$ cat src/rtl/adc_rd_pkg.sv
package adc_rd_pkg;

  typedef enum logic [2:0] {
    ST_IDLE,
    ST_SEL,
    ST_STRB,
    ST_WFALL,
    ST_WRISE,
    ST_RD,
    ST_GAP
  } rd_state_e;

  function automatic int max3(input int a, input int b, input int c);
    int m;
    m = (a > b) ? a : b;
    return (m > c) ? m : c;
  endfunction

endpackage

$ cat src/rtl/adc_busy_sync.sv
module adc_busy_sync #(
  parameter int STAGES = 2
) (
  input  logic clk,
  input  logic rst,
  input  logic d_i,
  output logic q_o
);
  logic [STAGES-1:0] sh_q;

  always_ff @(posedge clk) begin
    if (rst) sh_q <= '0;
    else     sh_q <= {sh_q[STAGES-2:0], d_i};
  end

  assign q_o = sh_q[STAGES-1];
endmodule

$ cat src/rtl/adc_wait_timer.sv
module adc_wait_timer #(
  parameter int W = 8
) (
  input  logic         clk,
  input  logic         rst,
  input  logic         clr_i,
  output logic [W-1:0] cnt_o
);
  localparam logic [W-1:0] TOP = '1;

  always_ff @(posedge clk) begin
    if (rst || clr_i)    cnt_o <= '0;
    else if (cnt_o != TOP) cnt_o <= cnt_o + 1'b1;
  end
endmodule

$ cat src/rtl/adc_word_assembler.sv
module adc_word_assembler #(
  parameter int RES_W  = 12,
  parameter int BUS_W  = 16,
  parameter int BYTE_W = 8
) (
  input  logic             clk,
  input  logic             rst,
  input  logic             load_hi_i,
  input  logic             byte_mode_i,
  input  logic [BUS_W-1:0] bus_i,
  output logic [RES_W-1:0] word_o,
  output logic             frame_err_o
);
  localparam int LO_KEEP = RES_W - BYTE_W;
  localparam int LO_PAD  = BYTE_W - LO_KEEP;

  logic [BYTE_W-1:0] hi_q;
  logic [BYTE_W-1:0] lane;

  assign lane = bus_i[BUS_W-1 -: BYTE_W];

  always_ff @(posedge clk) begin
    if (rst)            hi_q <= '0;
    else if (load_hi_i) hi_q <= lane;
  end

  always_comb begin
    if (byte_mode_i) begin
      word_o      = {hi_q, lane[BYTE_W-1 -: LO_KEEP]};
      frame_err_o = |lane[LO_PAD-1:0];
    end else begin
      word_o      = bus_i[BUS_W-1 -: RES_W];
      frame_err_o = 1'b0;
    end
  end
endmodule

$ cat src/rtl/adc_par_rd_ctrl.sv
module adc_par_rd_ctrl
  import adc_rd_pkg::*;
#(
  parameter int RES_W       = 12,
  parameter int BUS_W       = 16,
  parameter int BYTE_W      = 8,
  parameter int SETTLE      = 3,
  parameter int FALL_TO     = 8,
  parameter int RISE_TO     = 40,
  parameter int SYNC_STAGES = 2
) (
  input  logic             clk,
  input  logic             rst,
  input  logic             start_i,
  input  logic             byte_mode_i,
  input  logic             busy_i,
  input  logic [BUS_W-1:0] bus_i,
  output logic             cs_n_o,
  output logic             rc_n_o,
  output logic             byte_sel_o,
  output logic [RES_W-1:0] result_o,
  output logic             valid_o,
  output logic             frame_err_o,
  output logic             timeout_o
);
  localparam int CNT_W = $clog2(max3(SETTLE, FALL_TO, RISE_TO) + 1);
  localparam logic [CNT_W-1:0] SETTLE_LAST = CNT_W'(SETTLE - 1);
  localparam logic [CNT_W-1:0] FALL_LAST   = CNT_W'(FALL_TO - 1);
  localparam logic [CNT_W-1:0] RISE_LAST   = CNT_W'(RISE_TO - 1);

  rd_state_e        state_q, state_d;
  logic             phase_q, phase_d;
  logic             mode_q, mode_d;
  logic             busy_s;
  logic [CNT_W-1:0] cnt;
  logic             load_hi, fin, to_d;
  logic [RES_W-1:0] word;
  logic             ferr;

  adc_busy_sync #(.STAGES(SYNC_STAGES)) u_sync (
    .clk(clk), .rst(rst), .d_i(busy_i), .q_o(busy_s)
  );

  adc_wait_timer #(.W(CNT_W)) u_tmr (
    .clk(clk), .rst(rst), .clr_i(state_d != state_q), .cnt_o(cnt)
  );

  adc_word_assembler #(.RES_W(RES_W), .BUS_W(BUS_W), .BYTE_W(BYTE_W)) u_asm (
    .clk(clk), .rst(rst), .load_hi_i(load_hi), .byte_mode_i(mode_q),
    .bus_i(bus_i), .word_o(word), .frame_err_o(ferr)
  );

  always_comb begin
    state_d = state_q;
    phase_d = phase_q;
    mode_d  = mode_q;
    load_hi = 1'b0;
    fin     = 1'b0;
    to_d    = 1'b0;
    case (state_q)
      ST_IDLE: if (start_i && busy_s) begin
        state_d = ST_SEL;
        phase_d = 1'b0;
        mode_d  = byte_mode_i;
      end
      ST_SEL:  state_d = ST_STRB;
      ST_STRB: state_d = ST_WFALL;
      ST_WFALL: begin
        if (!busy_s) state_d = ST_WRISE;
        else if (cnt == FALL_LAST) begin
          state_d = ST_IDLE;
          to_d    = 1'b1;
        end
      end
      ST_WRISE: begin
        if (busy_s) state_d = ST_RD;
        else if (cnt == RISE_LAST) begin
          state_d = ST_IDLE;
          to_d    = 1'b1;
        end
      end
      ST_RD: if (cnt == SETTLE_LAST) begin
        if (mode_q && !phase_q) begin
          load_hi = 1'b1;
          phase_d = 1'b1;
          state_d = ST_GAP;
        end else begin
          fin     = 1'b1;
          state_d = ST_IDLE;
        end
      end
      ST_GAP:  state_d = ST_RD;
      default: state_d = ST_IDLE;
    endcase
  end

  always_ff @(posedge clk) begin
    if (rst) begin
      state_q     <= ST_IDLE;
      phase_q     <= 1'b0;
      mode_q      <= 1'b0;
      cs_n_o      <= 1'b1;
      rc_n_o      <= 1'b1;
      byte_sel_o  <= 1'b0;
      result_o    <= '0;
      valid_o     <= 1'b0;
      frame_err_o <= 1'b0;
      timeout_o   <= 1'b0;
    end else begin
      state_q     <= state_d;
      phase_q     <= phase_d;
      mode_q      <= mode_d;
      cs_n_o      <= !(state_d == ST_SEL || state_d == ST_STRB || state_d == ST_RD);
      rc_n_o      <= !(state_d == ST_STRB || state_d == ST_WFALL);
      byte_sel_o  <= (state_d == ST_RD || state_d == ST_GAP) && phase_d;
      valid_o     <= fin;
      frame_err_o <= fin && ferr;
      timeout_o   <= to_d;
      if (fin) result_o <= word;
    end
  end
endmodule

$ cat config.mk
export PLATFORM = sky130hd
export DESIGN_NAME = adc_par_rd_ctrl
export DESIGN_NICKNAME = d
export VERILOG_FILES = /design/src/rtl/adc_rd_pkg.sv /design/src/rtl/adc_busy_sync.sv /design/src/rtl/adc_wait_timer.sv /design/src/rtl/adc_word_assembler.sv /design/src/rtl/adc_par_rd_ctrl.sv
export SDC_FILE = /design/constraint.sdc
export NUM_CORES = 1
export LEC_CHECK = 0
export CELL_PAD_IN_SITES_DETAIL_PLACEMENT = 0
export CELL_PAD_IN_SITES_GLOBAL_PLACEMENT = 1
export CORE_AREA = 4 4 78 80
export CTS_BUF_LIST = sky130_fd_sc_hd__clkbuf_8 sky130_fd_sc_hd__clkbuf_16
export DETAILED_ROUTE_END_ITERATION = 6
export DIE_AREA = 0 0 82 84
export PLACE_DENSITY_LB_ADDON = 0.1
export RECOVER_POWER = 100
export SLEW_MARGIN = 20
export SYNTH_ARGS = -nofsm -noshare
export SYNTH_HDL_FRONTEND = slang
export SYNTH_HIERARCHICAL = 1
export SYNTH_SLANG_ARGS = --single-unit
$ cat constraint.sdc
create_clock -name clk -period 2.2 [get_ports clk]
set_clock_uncertainty 0.15 [all_clocks]
set_input_delay 0.66 -clock clk [delete_from_list [all_inputs] [get_ports clk]]
set_output_delay 0.66 -clock clk [all_outputs]
set_load 0.01 [all_outputs]
# After elaboration in Yosys (flattened, before gate mapping)
# Index checks and enable logic that the tools add are counted.
# W data, S select, Z words.
dict set report totals {
  memories 0
  output_inout_bits 18
  latch_bits 0
  register_bits 39
  word_cells 70
  in_bits 21
  mem_bits_rw 0
  rom_bits 0
}
dict set report classes {
  multipliers 0
  n_reduce_logical 15
  shift 0
  addsub 1
  mux 25
  bitwise_logic 0
  order_cmp 0
  div 0
  eq_ne 16
}
# cell count
set ops {}
lappend ops {{$mux W3} 7}
lappend ops {{$pmux W3 S7} 1}
lappend ops {{$eq A3 B3 Y1 const B} 5}
lappend ops {{$mux W1} 14}
lappend ops {{$eq A3 B2 Y1 const B} 4}
lappend ops {{$mux W12} 1}
lappend ops {{$add A6 B1 Y6 const B} 1}
lappend ops {{$eq A3 B1 Y1 const B} 2}
lappend ops {{$eq A6 B2 Y1 const B} 1}
lappend ops {{$eq A6 B3 Y1 const B} 1}
lappend ops {{$eq A6 B6 Y1 const B} 1}
lappend ops {{$ne A6 B6 Y1 const B} 1}
lappend ops {{$logic_or A1 B1 Y1} 5}
lappend ops {{$logic_and A1 B1 Y1} 4}
lappend ops {{$pmux W1 S2} 2}
lappend ops {{$reduce_or A4 Y1} 1}
lappend ops {{$logic_not A1 Y1} 3}
lappend ops {{$logic_not A3 Y1} 1}
lappend ops {{$ne A3 B3 Y1} 1}
lappend ops {{$reduce_and A2 Y1} 1}

# Depth between registers and ports, before layout
# Gate-level depths: netlist (run 1).
dict set report depth {
  depth_word 9
  ltp_mapped 9
  depth_no_buf 8
}

# Cells and area by module
# Netlist (run 1), hierarchy kept.
# mod area_per_inst_um2 n_inst cells_per_inst
set by_module_without_submodules {}
lappend by_module_without_submodules {adc_par_rd_ctrl 999.7 1 109}
lappend by_module_without_submodules {adc_word_assembler 474.2 1 40}
lappend by_module_without_submodules {adc_wait_timer 272.8 1 30}
lappend by_module_without_submodules {adc_busy_sync 52.6 1 4}

# Worst setup path after synthesis (run 1)
# OpenSTA, ideal clock, no wires.
dict set report synth_path {
  path_kind {register to register}
  from {register u_tmr.cnt_o[3]}
  to {register u_tmr.cnt_o[2]}
  synth_period_minus_slack_ns 2.099
  t_arrival_ns 1.879
  required_time_ns 1.980
  n_path_buf 0
  stages_incl_launch_ff 9
  slack_ns 0.101
  cell_sequence {dfxtp_1 > nor4b_1 > a21oi_1 > nor3_1 > xnor2_1 > a211o_1 > nor2_1 > o21ai_0 > a21oi_1}
}
dict set report synth_between {
  elab_chain_len 6
  elab_cells_between_ends 12
  cone_classes {eq/ne (5); mux (6); reduce/logical (1)}
}
# element line_no
set synth_lines {}
lappend synth_lines {{from (decl)} adc_wait_timer.sv:7} ;# output logic [W-1:0] cnt_o
lappend synth_lines {{from (signal assigned)} adc_wait_timer.sv:13} ;# else if (cnt_o != TOP) cnt_o <= cnt_o + 1'b1;
lappend synth_lines {{$eq A6 B6 Y1 / $eq A6 B3 Y1 (equally long branches)} {adc_par_rd_ctrl.sv:77, adc_par_rd_ctrl.sv:70}}
lappend synth_lines {{$mux W3, on equally long branches} {adc_par_rd_ctrl.sv:77, adc_par_rd_ctrl.sv:70}}
lappend synth_lines {{$mux W3, on equally long branches} {adc_par_rd_ctrl.sv:76, adc_par_rd_ctrl.sv:69}}
lappend synth_lines {{$pmux W3 S7} adc_par_rd_ctrl.sv:60} ;# case (state_q)
lappend synth_lines {{$ne A3 B3 Y1} adc_par_rd_ctrl.sv:45} ;# .clk(clk), .rst(rst), .clr_i(state_d != state_q), .cnt_o(cnt)
lappend synth_lines {{$logic_or A1 B1 Y1} adc_wait_timer.sv:12} ;# if (rst || clr_i) cnt_o <= '0;
# Parallel ways exist; a longest one is shown, timed or not.
# A chain may end at the register's enable or synchronous reset.

# Worst setup path in the final report (run 1)
dict set report layout_path {
  from {register u_tmr.cnt_o[3]}
  to {register u_tmr.cnt_o[5]}
}
# The elaborated chain is that of the path after synthesis.

==> results of run 1 <==
[critical path, cell delays in order, from the launching register on]
cell      delay [ns]
dfxtp_2         0.34
buf_4           0.15
and4b_1         0.30
nand3b_1        0.10
a211oi_1        0.38
a211o_1         0.18
nor2_1          0.04
buf_4           0.15
and3b_1         0.17
[registers in the layout, indices dropped and copies added, names as in the netlist, 2 cells and up]
| name | count |
|---|---|
| u_sync/sh_q | 2 |
| u_tmr/cnt_o | 6 |
| result_o | 12 |
| u_asm/hi_q | 8 |
| state_q | 3 |
[per-stage QoR]
stage	instances	setup slack [ns]	util, %	area [um^2]
final	304	0.131	45.0	2430
after global routing	304	-0.00667	45.0	2430
after CTS	304	0.0549	44.4	2400
after detailed placement	297	-0.445	42.9	2320
after global placement	297	-0.387	42.9	2320
after floorplan	183	0.101	-	1800
[worst paths after layout]
check / startpoint / endpoint / slack, ns / cells past startpoint
hold reg to reg: u_sync/sh_q[0] / u_sync/sh_q[1] / 0.30 / 1
setup / recovery: u_tmr/cnt_o[3] / u_tmr/cnt_o[5] / 0.13 / 8
hold / removal: u_sync/sh_q[0] / u_sync/sh_q[1] / 0.30 / 1
setup reg to reg: u_tmr/cnt_o[3] / u_tmr/cnt_o[5] / 0.13 / 8
[layer usage]
metal  wire length (um)  global-route usage (%)  vias to the layer above
li1                   -                       -                      745
met1               1690                    13.3                      677
met2               1890                    20.7                       28
met3                204                    3.67                        5
met4                 55                    4.08                        0
met5                  0                       0                        -
[cells in the mapped netlist, drive strengths merged (3+ instances only)]
| library cell | number | share of area [%] |
|---|---|---|
| nand3b | 3 | 1.3 |
| nor2 | 32 | 6.7 |
| dfxtp | 39 | 43 |
| a21oi | 8 | 2.6 |
| o21ai | 6 | 1.7 |
| mux2i | 20 | 11 |
| mux2 | 12 | 9.4 |
| inv | 5 | 1.0 |
| nand2 | 6 | 1.3 |
| nand3 | 3 | 1.1 |
| nor4b | 3 | 1.5 |
| nor3 | 3 | 0.83 |
| clkbuf | 3 | 0.63 |
| nand2b | 3 | 1.0 |
| buf | 5 | 1.8 |
[timing repair]
item,CTS,global route
resized for setup,3,8
gates cloned,0,0
endpoints found under the setup margin,6,14
buffers inserted,1,0
pin swaps,3,4
[layout make-up]
type	instances	area share [%]
Tap cell	72	3.70
Multi-Input combinational cell	131	40.6
Sequential cell	39	32.2
Clock inverter	1	0.154
Timing Repair Buffer	51	19.7
Inverter	5	0.772
Clock buffer	5	2.83
[report_power, final]
group	internal [mW]	switching, mW
clock network	0.207	0.220
registers	0.721	0.0130
logic	0.103	0.0697
total	1.03	0.302
[kinds of logic after synthesis]
kind of cell    after synthesis  share of synthesized area, %
mux                          32                          20.5
buf+inv                      13                          3.48
compound gates               27                          10.1
xor+xnor                      3                          1.46
flops                        39                          43.4
simple gates                 68                          20.4
fa+ha+maj                     1                         0.695
==> run_results.csv, run 1 <==
group,metric,value,unit
status,status,"complete, no violations",
worst_setup_path,cp.arrival,2.09,ns
layout,fin_nets,255,
power,power.total,1.33,mW
routing,avgRoutedWirePerCell,12.6,um
clocking,cts_tree,"done",
synth,netlist-cell-type-count,48,
global_routing,antenna_found_initial,0,
routing,drt_wl_total,3840,um
synth,ys_warn_count,6,
global_routing,grt_max_degree,32,
layout,regArea,783,um^2
clocking,clk_latency,0.28,ns
global_routing,grt_use_total,11.9,%
layout,final_cell_mix,"37 x dfxtp_1, 32 x nor2_1, 32 x clkdlybuf4s50_1, 20 x mux2i_1, 14 x buf_4",
routing,drt-vias-per-instance,4.79,
floorplan,fp.coreArea,5410,um^2
floorplan,die-area,6890,um^2
routing,drc,0,
clocking,ctsHoldBuffers,0,
global_routing,grt_pass1_vias,1455,
timing,finalSetupViolCount,0,
synth,synth_edf_count,0,
global_routing,grt_pass1_wl,6430,um
layout,fill_cells,546,
synth,synthesis.area,1800,um^2
clocking,clockBufferDepth,2,
timing,slew_headroom,75.1,%
synth,async_flop_share,0,%
floorplan,die_w,82,um
global_routing,grt_overflow,0,
timing,period_share,94.1,%
synth,ys_seq_area_share,43.4,%
synth,syn_nets,205,
layout,final_common_cell,"dfxtp_1",
timing,holdWs,0.300,ns
clocking,htree_num_levels,2,
clocking,root_buffer,"clkbuf_8",
clocking,numCtsBuffers,5,
floorplan,start_util,33.3,%
timing,timing.final.crit_period,2.07,ns
power,vdd.ir_drop.worst,259,uV
job,cap_violations,0,
worst_setup_path,endpoint_kind,"register",
floorplan,row_count,27,
timing,finalHoldViolCount,0,
placed_design,place_hpwl,2860,um
layout,antenna_cells,0,
placed_design,portBuffers,34,
worst_setup_path,critPathMaxFanout,7,
synth,yosys_register_bits,39,
worst_setup_path,crit_type,"reg -> reg",
synth,syn_area_per_cell,9.83,um^2
layout,drive_above_1_share,20.3,%
routing,antenna_left,0,
synth,synth_flop_cell,"dfxtp_1",
layout,multi_input_area,988,um^2
routing,first_pass_iters,4,
routing,vias,1455,
synth,synthCells,183,
timing,fmax,483,MHz
power,p_per_area,548,nW/um^2
floorplan,die_h,84,um
routing,drtIter0Drc,23,
power,p_leak,0.975,nW
timing,drv_slew,0,
floorplan,ios,39,
clocking,path_clk_slew,0.07,ns
timing,tightest_slew,0.372,ns
worst_setup_path,critPathRequiredTime,2.22,ns
timing,fin_setup_tns,0,ns
placed_design,gp_congestion,0.730,
layout,area_delta_synth_final,35.2,%
worst_setup_path,startpoint_type,"register",
hold_path,hold_path_class,"reg -> reg",
clocking,cts_sinks,39,
No activity file was read; power rests on OpenSTA's default activity.
==> run 2, diff against run 1 <==
--- a/config.mk
+++ b/config.mk
@@ -9,6 +9,7 @@
 export CELL_PAD_IN_SITES_GLOBAL_PLACEMENT = 1
 export CORE_AREA = 4 4 78 80
 export CTS_BUF_LIST = sky130_fd_sc_hd__clkbuf_8 sky130_fd_sc_hd__clkbuf_16
+export CTS_CLUSTER_SIZE = 28
 export DETAILED_ROUTE_END_ITERATION = 6
 export DIE_AREA = 0 0 82 84
 export PLACE_DENSITY_LB_ADDON = 0.1
==> results of run 2 <==
No change in the layout: final DEF, timing and power equal those of run 1.
==> run 3, diff against run 2 <==
--- a/config.mk
+++ b/config.mk
@@ -5,13 +5,14 @@
 export SDC_FILE = /design/constraint.sdc
 export NUM_CORES = 1
 export LEC_CHECK = 0
-export CELL_PAD_IN_SITES_DETAIL_PLACEMENT = 0
-export CELL_PAD_IN_SITES_GLOBAL_PLACEMENT = 1
-export CORE_AREA = 4 4 78 80
+export ABC_AREA = 1
+export CELL_PAD_IN_SITES_DETAIL_PLACEMENT = 1
+export CELL_PAD_IN_SITES_GLOBAL_PLACEMENT = 2
+export CORE_AREA = 4 4 94 96
 export CTS_BUF_LIST = sky130_fd_sc_hd__clkbuf_8 sky130_fd_sc_hd__clkbuf_16
 export CTS_CLUSTER_SIZE = 28
 export DETAILED_ROUTE_END_ITERATION = 6
-export DIE_AREA = 0 0 82 84
+export DIE_AREA = 0 0 98 100
 export PLACE_DENSITY_LB_ADDON = 0.1
 export RECOVER_POWER = 100
 export SLEW_MARGIN = 20
==> run 3 against run 2 <==
  * Core utilization shrank 14 points
  * Cell area grew 1.2%
  * Cell count grew 43%
  * Via count grew 27%
  * Sequential power is essentially flat
  * Total power grew 9.6%
  * Global-route usage shrank 0.098 points
  * Non-clock buffer count shrank 5
  * Combinational power is essentially flat
  * Register-to-register slack gained 0.18 ns
  * Critical path type is now reg -> out
==> run_results.csv, run 3 <==
group,metric,value,unit
status,status,"complete, no violations",
floorplan,ios,39,
power,seq_power_share,50.2,%
clocking,cts_tree,"done",
layout,drive_above_1_share,9.06,%
routing,first_pass_iters,4,
floorplan,die_w,98,um
timing,finalHoldViolCount,0,
routing,avgRoutedWirePerCell,12.2,um
synth,async_flop_share,0,%
worst_setup_path,reg2reg_to,"u_tmr/cnt_o[2]",
layout,largest_reg_flops,12,
synth,yosysTopAreaCell,"dfxtp_1",
synth,synthesis.area,1880,um^2
global_routing,gr-usage-met2,19.5,%
timing,drv_slew,0,
global_routing,grt_overflow,0,
worst_setup_path,critPathMaxFanout,2,
layout,area_delta_synth_final,30.9,%
synth,syn_nets,306,
routing,antenna_left,0,
layout,antenna_cells,0,
global_routing,grt_pass1_wl,9300,um
clocking,ctsHoldBuffers,0,
global_routing,grt_max_degree,19,
power,p_leak,1.11,nW
layout,final_cell_mix,"68 x nor2_1, 66 x nand2_1, 39 x dfxtp_1, 33 x inv_1",
timing,holdWs,0.262,ns
routing,drtIter0Drc,21,
synth,syn_area_per_cell,6.62,um^2
global_routing,grt_pass1_vias,1893,
layout,final_common_cell,"nor2_1",
worst_setup_path,endpoint_kind,"output pin",
routing,vias,1845,
timing,finalSetupViolCount,0,
clocking,cts_resized,0,
clocking,clockBufferDepth,2,
layout,utilization,30.6,%
hold_path,hold_path_class,"reg -> reg",
power,vdd.ir_drop.worst,201,uV
worst_setup_path,path_cells,"dlygate4sd3_1",
hold_path,hold_end,"u_sync/sh_q[1]",
synth,synth.area.top_cells,"dfxtp_1 42%, nor2_1 14%, nand2_1 13%, inv_1 6.4%, o21ai_1 4.5%",
worst_setup_path,crit_buf_inv,1,
floorplan,fp.coreArea,8050,um^2
global_routing,globalRouteMet3Util,2.78,%
power,p_per_area,593,nW/um^2
layout,fin_nets,352,
synth,synthCells,284,
synth,netlist-cell-type-count,25,
floorplan,start_util,23.4,%
global_routing,use_met1,15.2,%
clocking,root_buffer,"clkbuf_8",
synth,synth_top_area_share,41.5,%
clocking,clk_latency,0.29,ns
worst_setup_path,crit_type,"reg -> out",
global_routing,grt_use_total,11.8,%
placed_design,portBuffers,34,
floorplan,row_count,33,
synth,ys_warn_count,6,
worst_setup_path,cp.arrival,1.26,ns
routing,drt_wl_total,5330,um
power,internal_power,1.08,mW
floorplan,die_h,100,um
clocking,postCtsSetupBuffers,0,
worst_setup_path,r2r_slack,0.31,ns
power,combPwrFrac,11.7,%
power,p_sw,0.377,mW
hold_path,worst_hold_path.num_cells,2,
routing,drt-vias-per-instance,4.23,
worst_setup_path,r2r_cells,11,
clocking,cts_sinks,39,
power,p_clk_share,38.0,%
timing,slew_headroom,54.8,%
timing,period_share,94.3,%
global_routing,grt.busiest_layer,"met2",
job,cap_violations,0,
clocking,htree_num_levels,2,
worst_setup_path,r2r_start,"u_tmr/cnt_o[4]",
placed_design,gp_congestion,0.744,
power,netSwitchingFraction,25.8,%
global_routing,antenna_found_initial,0,
timing,fmax,482,MHz
timing,tightest_slew,0.677,ns
synth,synth_commonest_cells,"68 x nor2_1, 66 x nand2_1, 39 x dfxtp_1",
worst_setup_path,slowest_delay,0.61,ns
layout,top_regs,"result_o (12), u_asm/hi_q (8), u_tmr/cnt_o (6)",
floorplan,die-area,9800,um^2
placed_design,place_hpwl,4060,um
routing,drc,0,
synth,ys_seq_area_share,41.5,%
synth,yosysMostFrequentCell,"nor2_1",
clocking,numCtsBuffers,5,
timing,timing.final.crit_period,2.07,ns
synth,synth_edf_count,0,
synth,synth_flop_cell,"dfxtp_1",
worst_setup_path,cp_slowest_cell,"dlygate4sd3_1",
worst_setup_path,critPathRequiredTime,1.39,ns
hold_path,min_from,"u_sync/sh_q[0]",
layout,top_register,"result_o",
layout,fill_cells,1054,
synth,yosys_register_bits,39,
timing,rsz0062_at_grt,"no",
worst_setup_path,startpoint_type,"register",
worst_setup_path,critPathTopFamily,"buffers and inverters",
clocking,path_clk_slew,0.08,ns
run 3: changes by cell type after synthesis, moves of 9 or more:
| cell | delta |
|---|---|
| nor2_1 | +36 |
| nand3_1 | +11 |
| o21ai_1 | +15 |
| inv_1 | +28 |
| nand2_1 | +60 |
| mux2_4 | -9 |
| mux2i_1 | -20 |
run 3: worst max-delay path by stage:
stage / start / end / slack, ns / cells past startpoint
floorplan: start_i / u_tmr/cnt_o[4] / 0.41 / 11
global placement: start_i / u_tmr/cnt_o[2] / -0.13 / 13
detailed placement: start_i / u_tmr/cnt_o[2] / -0.15 / 13
CTS: start_i / u_tmr/cnt_o[2] / 0.16 / 13
global route: rst / result_o[8] / 0.03 / 5
finish: result_o[5] / result_o[5] / 0.13 / 1
run 3: through the flow:
stage | TNS, ns | total power, mW | worst slack (ns) | instance area (um^2) | instances
2_1_floorplan | 0 | 0.844 | 0.405 | 1880 | 284
3_3_place_gp | -0.659 | 0.930 | -0.134 | 2370 | 428
3_5_place_dp | -0.677 | 0.931 | -0.148 | 2370 | 428
4_1_cts | 0 | 1.50 | 0.164 | 2480 | 436
5_1_grt | 0 | 1.55 | 0.0290 | 2460 | 436
6_report | 0 | 1.46 | 0.126 | 2460 | 436
run 3: per-layer routing:
metal  part of all wire (%)  vias up
met4                    1.2        0
met3                    3.8        5
met5                      0        -
met2                     45       28
met1                     50      842
li1                       -      970
run 3: cell type report:
class                      count  area, um^2  area share [%]
clock buffer                   7        96.3            3.91
clock inverter                 1        7.51           0.305
inverter                      37         139            5.64
multi-input combinational    201         888            36.1
sequential                    39         781            31.7
tap                          105         131            5.34
timing repair buffer          46         419            17.0
run 3: kinds of logic after synthesis:
family / count (synthesis) / share of synthesized area, %
compound gates: 38 / 10.6
fa+ha+maj: 1 / 0.665
buf+inv: 44 / 11.0
flops: 39 / 41.5
simple gates: 162 / 36.2
run 3: power groups by stage:
stage | clock (mW) | combinational, mW | sequential [mW]
global route | 0.612 | 0.199 | 0.736
detailed placement | 0 | 0.180 | 0.751
global placement | 0 | 0.180 | 0.750
CTS | 0.590 | 0.181 | 0.734
floorplan | 0 | 0.0911 | 0.753
finish | 0.556 | 0.172 | 0.734
